File: src/rtl/swdet_pkg.sv
package swdet_pkg;
  localparam int FRAME_W    = 24;
  localparam int NUM_INPUTS = 22;
  localparam int NUM_INIT   = 5;

  typedef enum logic [1:0] {ST_OFF = 2'd0, ST_INIT = 2'd1, ST_READY = 2'd2, ST_FAIL = 2'd3} ctlState_t;
  typedef enum logic [1:0] {PH_SEND = 2'd0, PH_WAIT = 2'd1, PH_SETTLE = 2'd2} initPhase_t;
  typedef enum logic [1:0] {DP_IDLE = 2'd0, DP_XFER = 2'd1, DP_TAIL = 2'd2, DP_GAP = 2'd3} dpPhase_t;

  // control -> datapath strobes
  typedef struct packed {
    logic               load;
    logic [FRAME_W-1:0] word;
  } dpCmd_t;

  // bring-up command list: reset, two tri-state clears, two wetting selects
  function automatic logic [FRAME_W-1:0] initFrame(input logic [2:0] idx);
    logic [7:0] op;
    case (idx)
      3'd0:    op = 8'h7F;
      3'd1:    op = 8'h09;
      3'd2:    op = 8'h0A;
      3'd3:    op = 8'h04;
      default: op = 8'h05;
    endcase
    return {op, 16'h0000};
  endfunction
endpackage

File: src/rtl/swdet_dp.sv
module swdet_dp
  import swdet_pkg::*;
#(
  parameter int HALF_DIV = 4,
  parameter int CS_GAP   = 8
) (
  input  logic               clk,
  input  logic               rstN,
  input  dpCmd_t             cmd,
  input  logic               miso,
  output logic               sck,
  output logic               mosi,
  output logic               csN,
  output logic               busy,
  output logic               frameDone,
  output logic [FRAME_W-1:0] statusWord
);
  localparam int DIV_W = (HALF_DIV > 1) ? $clog2(HALF_DIV) : 1;
  localparam int BIT_W = $clog2(FRAME_W);
  localparam int GAP_W = (CS_GAP > 1) ? $clog2(CS_GAP) : 1;
  localparam logic [DIV_W-1:0] DIV_LAST = DIV_W'(HALF_DIV - 1);
  localparam logic [BIT_W-1:0] BIT_LAST = BIT_W'(FRAME_W - 1);
  localparam logic [GAP_W-1:0] GAP_LAST = GAP_W'(CS_GAP - 1);

  dpPhase_t           phase;
  logic [DIV_W-1:0]   divCnt;
  logic [BIT_W-1:0]   bitCnt;
  logic [GAP_W-1:0]   gapCnt;
  logic [FRAME_W-1:0] txReg;
  logic [FRAME_W-1:0] rxReg;

  always_ff @(posedge clk) begin
    if (!rstN) begin
      phase      <= DP_IDLE;
      divCnt     <= '0;
      bitCnt     <= '0;
      gapCnt     <= '0;
      txReg      <= '0;
      rxReg      <= '0;
      statusWord <= '0;
      sck        <= 1'b0;
      mosi       <= 1'b0;
      csN        <= 1'b1;
      frameDone  <= 1'b0;
    end else begin
      frameDone <= 1'b0;
      case (phase)
        DP_IDLE: if (cmd.load) begin
          txReg  <= cmd.word;
          csN    <= 1'b0;
          divCnt <= '0;
          bitCnt <= '0;
          phase  <= DP_XFER;
        end
        DP_XFER: if (divCnt == DIV_LAST) begin
          divCnt <= '0;
          if (!sck) begin
            sck   <= 1'b1;                       // launch edge
            mosi  <= txReg[FRAME_W-1];
            txReg <= {txReg[FRAME_W-2:0], 1'b0};
          end else begin
            sck   <= 1'b0;                       // capture edge
            rxReg <= {rxReg[FRAME_W-2:0], miso};
            if (bitCnt == BIT_LAST) phase <= DP_TAIL;
            else bitCnt <= bitCnt + 1'b1;
          end
        end else begin
          divCnt <= divCnt + 1'b1;
        end
        DP_TAIL: if (divCnt == DIV_LAST) begin
          divCnt     <= '0;
          csN        <= 1'b1;
          statusWord <= rxReg;
          frameDone  <= 1'b1;
          gapCnt     <= '0;
          phase      <= DP_GAP;
        end else begin
          divCnt <= divCnt + 1'b1;
        end
        default: if (gapCnt == GAP_LAST) phase <= DP_IDLE;
                 else gapCnt <= gapCnt + 1'b1;
      endcase
    end
  end

  assign busy = (phase != DP_IDLE);
endmodule

File: src/rtl/swdet_ctrl.sv
module swdet_ctrl
  import swdet_pkg::*;
#(
  parameter int TICK_DIV     = 50000,
  parameter int SETTLE_TICKS = 3,
  parameter int POLL_TICKS   = 100
) (
  input  logic               clk,
  input  logic               rstN,
  input  logic               start,
  input  logic               pollNow,
  input  logic               busy,
  input  logic               frameDone,
  input  logic [FRAME_W-1:0] rxWord,
  output dpCmd_t             cmd,
  output ctlState_t          state
);
  localparam int TCK_MAXV = (SETTLE_TICKS > POLL_TICKS) ? SETTLE_TICKS : POLL_TICKS;
  localparam int PRE_W    = (TICK_DIV > 1) ? $clog2(TICK_DIV) : 1;
  localparam int TCK_W    = $clog2(TCK_MAXV + 1);
  localparam logic [PRE_W-1:0] PRE_LAST   = PRE_W'(TICK_DIV - 1);
  localparam logic [TCK_W-1:0] SETTLE_V   = TCK_W'(SETTLE_TICKS);
  localparam logic [TCK_W-1:0] POLL_V     = TCK_W'(POLL_TICKS);
  localparam logic [TCK_W-1:0] TCK_ALL    = {TCK_W{1'b1}};
  localparam logic [2:0]       LAST_STEP  = 3'(NUM_INIT - 1);

  initPhase_t       phase;
  logic [2:0]       stepIdx;
  logic [PRE_W-1:0] preCnt;
  logic [TCK_W-1:0] tickCnt;
  logic             pending;
  logic             pollDue;

  assign pollDue = pending || pollNow || (tickCnt == POLL_V);

  always_ff @(posedge clk) begin
    if (!rstN) begin
      state   <= ST_OFF;
      phase   <= PH_SEND;
      stepIdx <= '0;
      preCnt  <= '0;
      tickCnt <= '0;
      pending <= 1'b0;
      cmd     <= '0;
    end else begin
      cmd.load <= 1'b0;
      // free-running tick prescaler, saturating tick count
      if (preCnt == PRE_LAST) begin
        preCnt <= '0;
        if (tickCnt != TCK_ALL) tickCnt <= tickCnt + 1'b1;
      end else begin
        preCnt <= preCnt + 1'b1;
      end
      case (state)
        ST_OFF: if (start) begin
          state   <= ST_INIT;
          phase   <= PH_SEND;
          stepIdx <= '0;
        end
        ST_INIT: case (phase)
          PH_SEND: if (!busy && !cmd.load) begin
            cmd.load <= 1'b1;
            cmd.word <= initFrame(stepIdx);
            phase    <= PH_WAIT;
          end
          PH_WAIT: if (frameDone) begin
            if (&rxWord) begin
              state <= ST_FAIL;
            end else if (stepIdx == 3'd0) begin
              phase   <= PH_SETTLE;
              preCnt  <= '0;
              tickCnt <= '0;
            end else if (stepIdx == LAST_STEP) begin
              state   <= ST_READY;
              preCnt  <= '0;
              tickCnt <= '0;
              pending <= 1'b0;
            end else begin
              stepIdx <= stepIdx + 1'b1;
              phase   <= PH_SEND;
            end
          end
          default: if (tickCnt == SETTLE_V) begin
            stepIdx <= 3'd1;
            phase   <= PH_SEND;
          end
        endcase
        ST_READY: begin
          if (pollNow) pending <= 1'b1;
          if (!busy && !cmd.load && pollDue) begin
            cmd.load <= 1'b1;
            cmd.word <= '0;
            pending  <= 1'b0;
            preCnt   <= '0;
            tickCnt  <= '0;
          end
        end
        default: ;
      endcase
    end
  end
endmodule

File: src/rtl/swdet_poller.sv
module swdet_poller
  import swdet_pkg::*;
#(
  parameter int HALF_DIV     = 4,
  parameter int TICK_DIV     = 50000,
  parameter int SETTLE_TICKS = 3,
  parameter int POLL_TICKS   = 100,
  parameter int CS_GAP       = 8
) (
  input  logic                  clk,
  input  logic                  rstN,
  input  logic                  start,
  input  logic                  pollNow,
  input  logic                  miso,
  output logic                  sck,
  output logic                  mosi,
  output logic                  csN,
  output logic                  ready,
  output logic                  failed,
  output logic [NUM_INPUTS-1:0] swIn,
  output logic                  intFlag,
  output logic                  thermal,
  output logic                  validPulse
);
  dpCmd_t             dpCmd;
  ctlState_t          ctrlState;
  logic               dpBusy;
  logic [FRAME_W-1:0] statusWord;

  swdet_ctrl #(
    .TICK_DIV(TICK_DIV), .SETTLE_TICKS(SETTLE_TICKS), .POLL_TICKS(POLL_TICKS)
  ) uCtrl (
    .clk(clk), .rstN(rstN), .start(start), .pollNow(pollNow),
    .busy(dpBusy), .frameDone(validPulse), .rxWord(statusWord),
    .cmd(dpCmd), .state(ctrlState)
  );

  swdet_dp #(.HALF_DIV(HALF_DIV), .CS_GAP(CS_GAP)) uDp (
    .clk(clk), .rstN(rstN), .cmd(dpCmd), .miso(miso),
    .sck(sck), .mosi(mosi), .csN(csN), .busy(dpBusy),
    .frameDone(validPulse), .statusWord(statusWord)
  );

  assign ready   = (ctrlState == ST_READY);
  assign failed  = (ctrlState == ST_FAIL);
  assign swIn    = statusWord[NUM_INPUTS-1:0];
  assign intFlag = statusWord[22];
  assign thermal = statusWord[23];
endmodule

File: config.mk
export PLATFORM = sky130hd
export DESIGN_NAME = swdet_poller
export DESIGN_NICKNAME = d
export VERILOG_FILES = /design/src/rtl/swdet_pkg.sv /design/src/rtl/swdet_dp.sv /design/src/rtl/swdet_ctrl.sv /design/src/rtl/swdet_poller.sv
export SDC_FILE = /design/constraint.sdc
export NUM_CORES = 1
export LEC_CHECK = 0
export BUFFER_PORTS_ARGS = -buffer_cell sky130_fd_sc_hd__clkbuf_2
export CORE_UTILIZATION = 55
export CTS_BUF_LIST = sky130_fd_sc_hd__clkbuf_4 sky130_fd_sc_hd__clkbuf_8 sky130_fd_sc_hd__clkbuf_16
export DETAILED_ROUTE_END_ITERATION = 7
export PLACE_DENSITY = 0.83
export SKIP_LAST_GASP = 1
export SYNTH_ARGS = -nofsm -noshare
export SYNTH_HDL_FRONTEND = slang
export SYNTH_SLANG_ARGS = --single-unit
File: constraint.sdc
create_clock -name clk -period 1.9 [get_ports clk]
set_clock_uncertainty 0.05 [all_clocks]
set_input_delay 0.095 -clock clk [delete_from_list [all_inputs] [get_ports clk]]
set_output_delay 0.095 -clock clk [all_outputs]
set_load 0.1 [all_outputs]
; ---- After elaboration in Yosys (flattened, before gate mapping)
; Index checks and enable logic that the tools add are counted.
[op_classes]
n_bitwise = 2
reduce_logical = 36
magnitude_cmp = 0
addsub = 6
n_div = 0
mul = 0
eq_ne = 46
shifts = 0
muxes = 81
[ops]
columns = operator, n
row1 = 16-bit 2-to-1 mux, 7
row2 = 25-bit 2-to-1 mux, 3
row3 = 24-bit 2-to-1 mux, 3
row4 = 7-bit 2-to-1 mux, 8
row5 = 25-bit one-hot mux with 2 select lines, 1
row6 = 24-bit one-hot mux with 2 select lines, 1
row7 = 2-bit 2-to-1 mux, 21
row8 = 16-bit one-hot mux with 2 select lines, 1
row9 = 7-bit one-hot mux with 4 select lines, 1
row10 = 3-bit 2-to-1 mux, 8
row11 = 24-bit AND reduction, 1
row12 = 5-bit 2-to-1 mux, 4
row13 = 2-bit by 1-bit inequality test with 1-bit output (second input constant), 10
row14 = 3-bit one-hot mux with 2 select lines, 3
row15 = 16-bit by 1-bit adder with 16-bit output (second input constant), 1
row16 = 16-bit == test (second input constant), 1
row17 = 2-bit inequality test (second input constant), 8
row18 = 2-bit one-hot mux with 2 select lines, 4
row19 = 7-bit one-hot mux with 2 select lines, 1
row20 = 7-bit AND reduction, 2
row21 = 3-bit by 2-bit inequality test with 1-bit output (second input constant), 4
row22 = 3-bit AND reduction, 4
row23 = 6-bit AND reduction, 2
row24 = 2-bit nonzero test, 6
row25 = 33 further kinds, 66
[totals]
out_inout_bits = 30
inputBits = 5
latch_bits = 0
ff_bits = 144
wordCells = 190
rom_bits = 0
n_memories = 0
ramBits = 0

; ---- Longest topological paths before layout
[depth]
word_depth = 9
ltp_mapped = 9
depth_no_buf = 7

; ---- By module
; Synthesis repeated with hierarchy kept, for this count alone.
[hier_totals]
cells_unflattened = 688
area_unflattened_um2 = 5814.3
[by_module_without_submodules]
columns = mod, seq_area_each_um2, area_per_inst_um2, cells_per_inst, n_inst
row1 = swdet_dp, 1761.7, 3608.5, 427, 1
row2 = swdet_ctrl, 740.7, 2189.6, 259, 1
row3 = swdet_poller, 0.0, 16.3, 2, 1

; ---- Worst setup path before layout
; Ideal clock, no wire load.
[synth_path]
kind = register -> register
startpoint = reg uCtrl.state[0]
endpoint = reg uCtrl.preCnt[14]
t_required_ns = 1.772
n_path_buf = 1
arrival_time_ns = 2.252
stages_incl_launch_ff = 8
setup_time_ns = 0.078
synth_period_minus_slack_ns = 2.379
path_slack_ns = -0.479
path_cell_list = dfxtp_1 inv_1 ha_1 o21ai_0 o211ai_1 o211ai_4 buf_6 nor3_1
[synth_between]
elab_chain_len = 2
word_cells_on_any_way = 3
classes_between = eq/ne: 2 / mux: 1
[synth_lines]
columns = item, line
row1 = "start, declared", swdet_ctrl.sv:16  ; output ctlState_t state
row2 = "start signal, assigned", swdet_ctrl.sv:38  ; state <= ST_OFF;
row3 = "start signal, assigned", swdet_ctrl.sv:56  ; state <= ST_INIT;
row4 = "start signal, assigned", swdet_ctrl.sv:68  ; state <= ST_FAIL;
row5 = 2-bit == test, n/a
row6 = net ready, swdet_poller.sv:18  ; output logic ready,
row7 = 16-bit one-hot mux with 2 select lines, swdet_ctrl.sv:54  ; case (state)
row8 = "end signal, assigned", swdet_ctrl.sv:52  ; preCnt <= preCnt + 1'b1;
row9 = "end, declared", swdet_ctrl.sv:29  ; logic [PRE_W-1:0] preCnt;
; The timed path passes the listed nets, and every way through them passes these cells.
; A chain may end at the register's enable or synchronous reset.

; ---- Worst setup path in the final report
[layout_path]
startpoint = reg uCtrl.tickCnt[0]
endpoint = reg uCtrl.tickCnt[6]
[layout_between]
elab_chain_len = 9
word_cells_on_any_way = 14
classes_between = add/sub: 1 / eq/ne: 2 / mux: 9 / reduce/logical: 2
[layout_lines]
columns = item, line
row1 = "start, declared", swdet_ctrl.sv:30  ; logic [TCK_W-1:0] tickCnt;
row2 = "start signal, assigned", swdet_ctrl.sv:50  ; if (tickCnt != TCK_ALL) tickCnt <= tickCnt + 1'b1;
row3 = 7-bit by 1-bit adder with 7-bit output or 7-bit inequality test (tied branches), swdet_ctrl.sv:50
row4 = 7-bit 2-to-1 mux, swdet_ctrl.sv:50
row5 = 7-bit 2-to-1 mux, swdet_ctrl.sv:48  ; if (preCnt == PRE_LAST) begin
row6 = 7-bit 2-to-1 mux, swdet_ctrl.sv:73  ; end else if (stepIdx == LAST_STEP) begin
row7 = 7-bit 2-to-1 mux, swdet_ctrl.sv:69  ; end else if (stepIdx == 3'd0) begin
row8 = 7-bit 2-to-1 mux, swdet_ctrl.sv:67  ; if (&rxWord) begin
row9 = 7-bit 2-to-1 mux, swdet_ctrl.sv:66  ; PH_WAIT: if (frameDone) begin
row10 = 7-bit 2-to-1 mux, swdet_ctrl.sv:60  ; ST_INIT: case (phase)
row11 = 7-bit one-hot mux with 2 select lines (*), swdet_ctrl.sv:54
; Every way passes the cells marked *; elsewhere a longest branch is shown, timed or not.

==> out/qor.csv <==
stage,metric,value,unit
run_status,status,finished with violations,
run_status,violations,negative setup slack,
logic_synthesis,synthArstFlopShare,0,%
detailed_routing,vias_per_cell,5.60,
cells_and_area,fin_nets,730,
worst_setup_path,required,2.25,ns
global_route,overflow,0,
detailed_routing,vias,4766,
cells_and_area,num-fill-cells,719,
floorplan,fp.coreArea,0.00986,mm^2
global_route,grt_pass1_wl,20.2,mm
placed_design,portBuffers,34,
sta,relSlewSlack,63.0,%
global_route,grt_pass1_vias,4397,
sta,period_share,101,%
cells_and_area,area_growth,21.9,%
power,p_total,0.00682,W
logic_synthesis,syn_area_per_cell,8.65,um^2
floorplan,die_h,103,um
floorplan,io-pin-count,35,
floorplan,fp.dieArea,0.0107,mm^2
worst_setup_path,ff2ff_path_depth,8,
min_path,holdPathStages,2,
clock_tree,max-clock-path-buffers,2,
global_route,track_usage,24.4,%
worst_setup_path,crit_chain,inv_2 -> ha_1 -> nand4_1 -> nor4_4 -> o21ai_2 -> o211ai_4 -> clkbuf_16 -> nor2_1,
sta,finalSetupTns,-0.118,ns
detailed_routing,detail-route-antenna-nets,0,
min_path,min-delay-start,rstN,
power,leakagePower,2.59,nW
min_path,min_path_type,primary input to flip-flop,
worst_setup_path,crit_arrival,2.27,ns
power,power_density,987,mW/mm^2
sta,fin_crit,1.93,ns
placed_design,place_area,0.00615,mm^2
power,max-vdd-ir-drop,0.544,mV
cells_and_area,postLayoutCellArea,0.00691,mm^2
worst_setup_path,r2r-start,uCtrl.tickCnt[0],
logic_synthesis,synthesis.area,0.00566,mm^2
min_path,min_to,uDp.csN,
placed_design,post-dp-hpwl,7.97,mm
sta,finalWorstSetupSlack,-0.0276,ns
logic_synthesis,ys_ff_latch,125,
sta,setup_viol,12,
worst_setup_path,critPathMaxStageDelay,0.33,ns
sta,fmax,0.519,GHz
sta,worstMarginPinSlew,0.557,ns
placed_design,place_inst,810,
detailed_routing,drt_iter0_drc,265,
logic_synthesis,synth_edf_count,0,
worst_setup_path,end_kind,flip-flop,
logic_synthesis,ys.flop_type,dfxtp_1,
clock_tree,clock-sinks,125,
logic_synthesis,synth.net_count,680,
worst_setup_path,crit_path_top_delay_cell,dfxtp_2,
worst_setup_path,start_kind,flip-flop,
worst_setup_path,crit_fanout,6,
worst_setup_path,path_class,flip-flop to flip-flop,
detailed_routing,drt_first_pass_iters,5,
floorplan,dieWidth,103,um
clock_tree,cts_buffers,17,
detailed_routing,routedWlPerCell,14.7,um
floorplan,start_util,57.4,%
clock_tree,h-tree-depth,4,
global_route,grt_max_degree,44,
sta,hold_violations,0,
global_route,antenna_found_initial,0,
floorplan,rows,36,
worst_setup_path,rrSetupSlack,-0.03,ns
sta,rsz0062_at_grt,true,
cells_and_area,drive_gt1_share,21.6,%
placed_design,gp_congestion,0.881,
flow_run,maxCapViolations,0,
sta,drv_slew,0,
cells_and_area,antenna_cells,0,
logic_synthesis,ys_types,57,
clock_tree,cts_tree,yes,
cells_and_area,final_util,70.0,%
detailed_routing,drc,0,
logic_synthesis,yosysSeqAreaShare,44.2,%
clock_tree,insertion_delay,0.52,ns
clock_tree,clk_pin_slew_worst_paths,0.06,ns
detailed_routing,totalWireLength,12.5,mm
cells_and_area,instances_no_fill,851,
worst_setup_path,reg2reg_to,uCtrl.tickCnt[6],
logic_synthesis,syn_inst,655,
clock_tree,cts-root-buf,clkbuf_8,
logic_synthesis,ys.warnings.count,0,
-- repair_timing --
item                       4_1_cts  5_1_grt
hold endpoints to repair         3        0
hold buffers                     2        0
resized for setup                3       21
setup endpoints to repair        4       44
pin swaps                        1        7
gates cloned                     0        3
buffers inserted                 1        3
-- sequential cells by signal, indices dropped and copies added (netlist names) --
name	flops
uDp.rxReg	24
uDp.statusWord	24
uDp.txReg	24
uCtrl.preCnt	16
uCtrl.tickCnt	7
uCtrl.cmd	6
uDp.bitCnt	5
uCtrl.stepIdx	3
uDp.gapCnt	3
uCtrl.phase	2
uCtrl.state	2
uDp.divCnt	2
uDp.phase	2
uCtrl.pending	1
uDp.csN	1
uDp.frameDone	1
uDp.mosi	1
uDp.sck	1
-- per-stage QoR --
step | hold slack [ns] | setup slack (ns)
floorplan | 0.190 | 0.00978
global placement | 0.299 | 0.128
detailed placement | 0.300 | 0.0285
CTS | 0.0884 | 0.00169
global route | 0.130 | -0.0646
finish | 0.0880 | -0.0276
-- cells in the final DEF, fill, tap and decap left out, types with 4 or more instances in the layout --
cell / count
dfxtp_1: 95
nand4_1: 12
nand2_1: 149
nor2b_1: 10
ha_1: 15
nor3_1: 15
inv_6: 5
ha_4: 4
inv_1: 12
and4_1: 4
and3_1: 9
mux2i_1: 14
clkbuf_16: 18
nor2_1: 32
dfxtp_2: 22
a21boi_0: 68
buf_4: 24
clkbuf_2: 34
dfxtp_4: 8
buf_12: 6
xnor2_1: 13
nand3_1: 33
o211a_1: 7
a21oi_1: 14
xor2_1: 9
o21ai_0: 9
nor3b_1: 4
-- metal layers --
layer / share of wire (%) / vias to the layer above / global-route usage, %
met4: 1.5 / 0 / 9.75
li1: - / 2360 / -
met2: 51 / 116 / 41.8
met3: 3.8 / 21 / 5.85
met5: 0 / - / 0
met1: 44 / 2269 / 29.4
-- critical path, delay by kind of cell (launching register included) --
family                     cells  cell delay (ns)
and+or+nand+nor                3             0.54
AOI/OAI and AO/OA              2             0.45
buffers and inverters          2             0.29
adders and majority gates      1             0.15
DFF                            1             0.33
-- logic make-up (layout without fill, tap and decap cells) --
logic type      count (synthesis)  after routing  synth area share, %
fa+ha+maj                      20             20                 4.42
compound gates                128            128                 16.6
buf+inv                        53            116                 4.18
mux                            14             14                 2.47
simple gates                  293            293                 24.7
flops                         125            125                 44.2
xor+xnor                       22             22                 3.40
-- area by class of cell --
class	count	area [um^2]	area share [%]
clock buffers	18	422	6.11
repair buffers	69	552	7.99
clock inverters	14	131	1.90
multi-input cells	477	3020	43.7
inverters	15	56.3	0.815
flip-flops and latches	125	2560	37.1
well taps	133	166	2.41
-- where the power goes --
group	internal, W	switching [W]	total, W
combinational	0.000440	0.000627	0.00107
sequential	0.00271	0.0000678	0.00277
clock	0.00177	0.00121	0.00298
total	0.00491	0.00190	0.00682
-- worst max-delay path by stage --
stage,slack (ns),to,start
2_1_floorplan,0.01,uCtrl.preCnt[14],uDp.statusWord[0]
3_3_place_gp,0.13,uCtrl.preCnt[9],uDp.phase[0]
3_5_place_dp,0.03,uCtrl.preCnt[9],uDp.phase[0]
4_1_cts,0.002,uCtrl.tickCnt[0],uDp.phase[0]
5_1_grt,-0.06,uCtrl.tickCnt[6],uCtrl.tickCnt[0]
6_report,-0.03,uCtrl.tickCnt[6],uCtrl.tickCnt[0]
-- cells in the mapped netlist, types with 2 or more instances --
cell	n	area (um^2)
nand2_1	149	559
dfxtp_1	125	2500
a21boi_0	69	518
nand3_1	33	165
nor2_1	32	120
clkbuf_1	23	86.3
ha_1	20	250
nor3_1	17	85.1
a21oi_1	15	75.1
inv_1	14	52.6
mux2i_1	14	140
xnor2_1	13	114
buf_2	12	60.1
nand4_1	12	75.1
o21ai_0	11	55.1
nor2b_1	10	62.6
and3_1	9	56.3
xor2_1	9	78.8
o211a_1	7	70.1
nor3b_1	5	37.5
and4_1	4	35.0
a211o_1	3	26.3
and2_1	3	18.8
buf_6	3	33.8
o22ai_1	3	18.8
a211oi_1	2	15.0
a32o_1	2	20.0
a41oi_1	2	17.5
nand3b_1	2	15.0
nand4b_1	2	17.5
o21ai_1	2	10.0
o21bai_1	2	15.0
or3_1	2	12.5
Note: power is estimated with default switching activity, not from simulation.
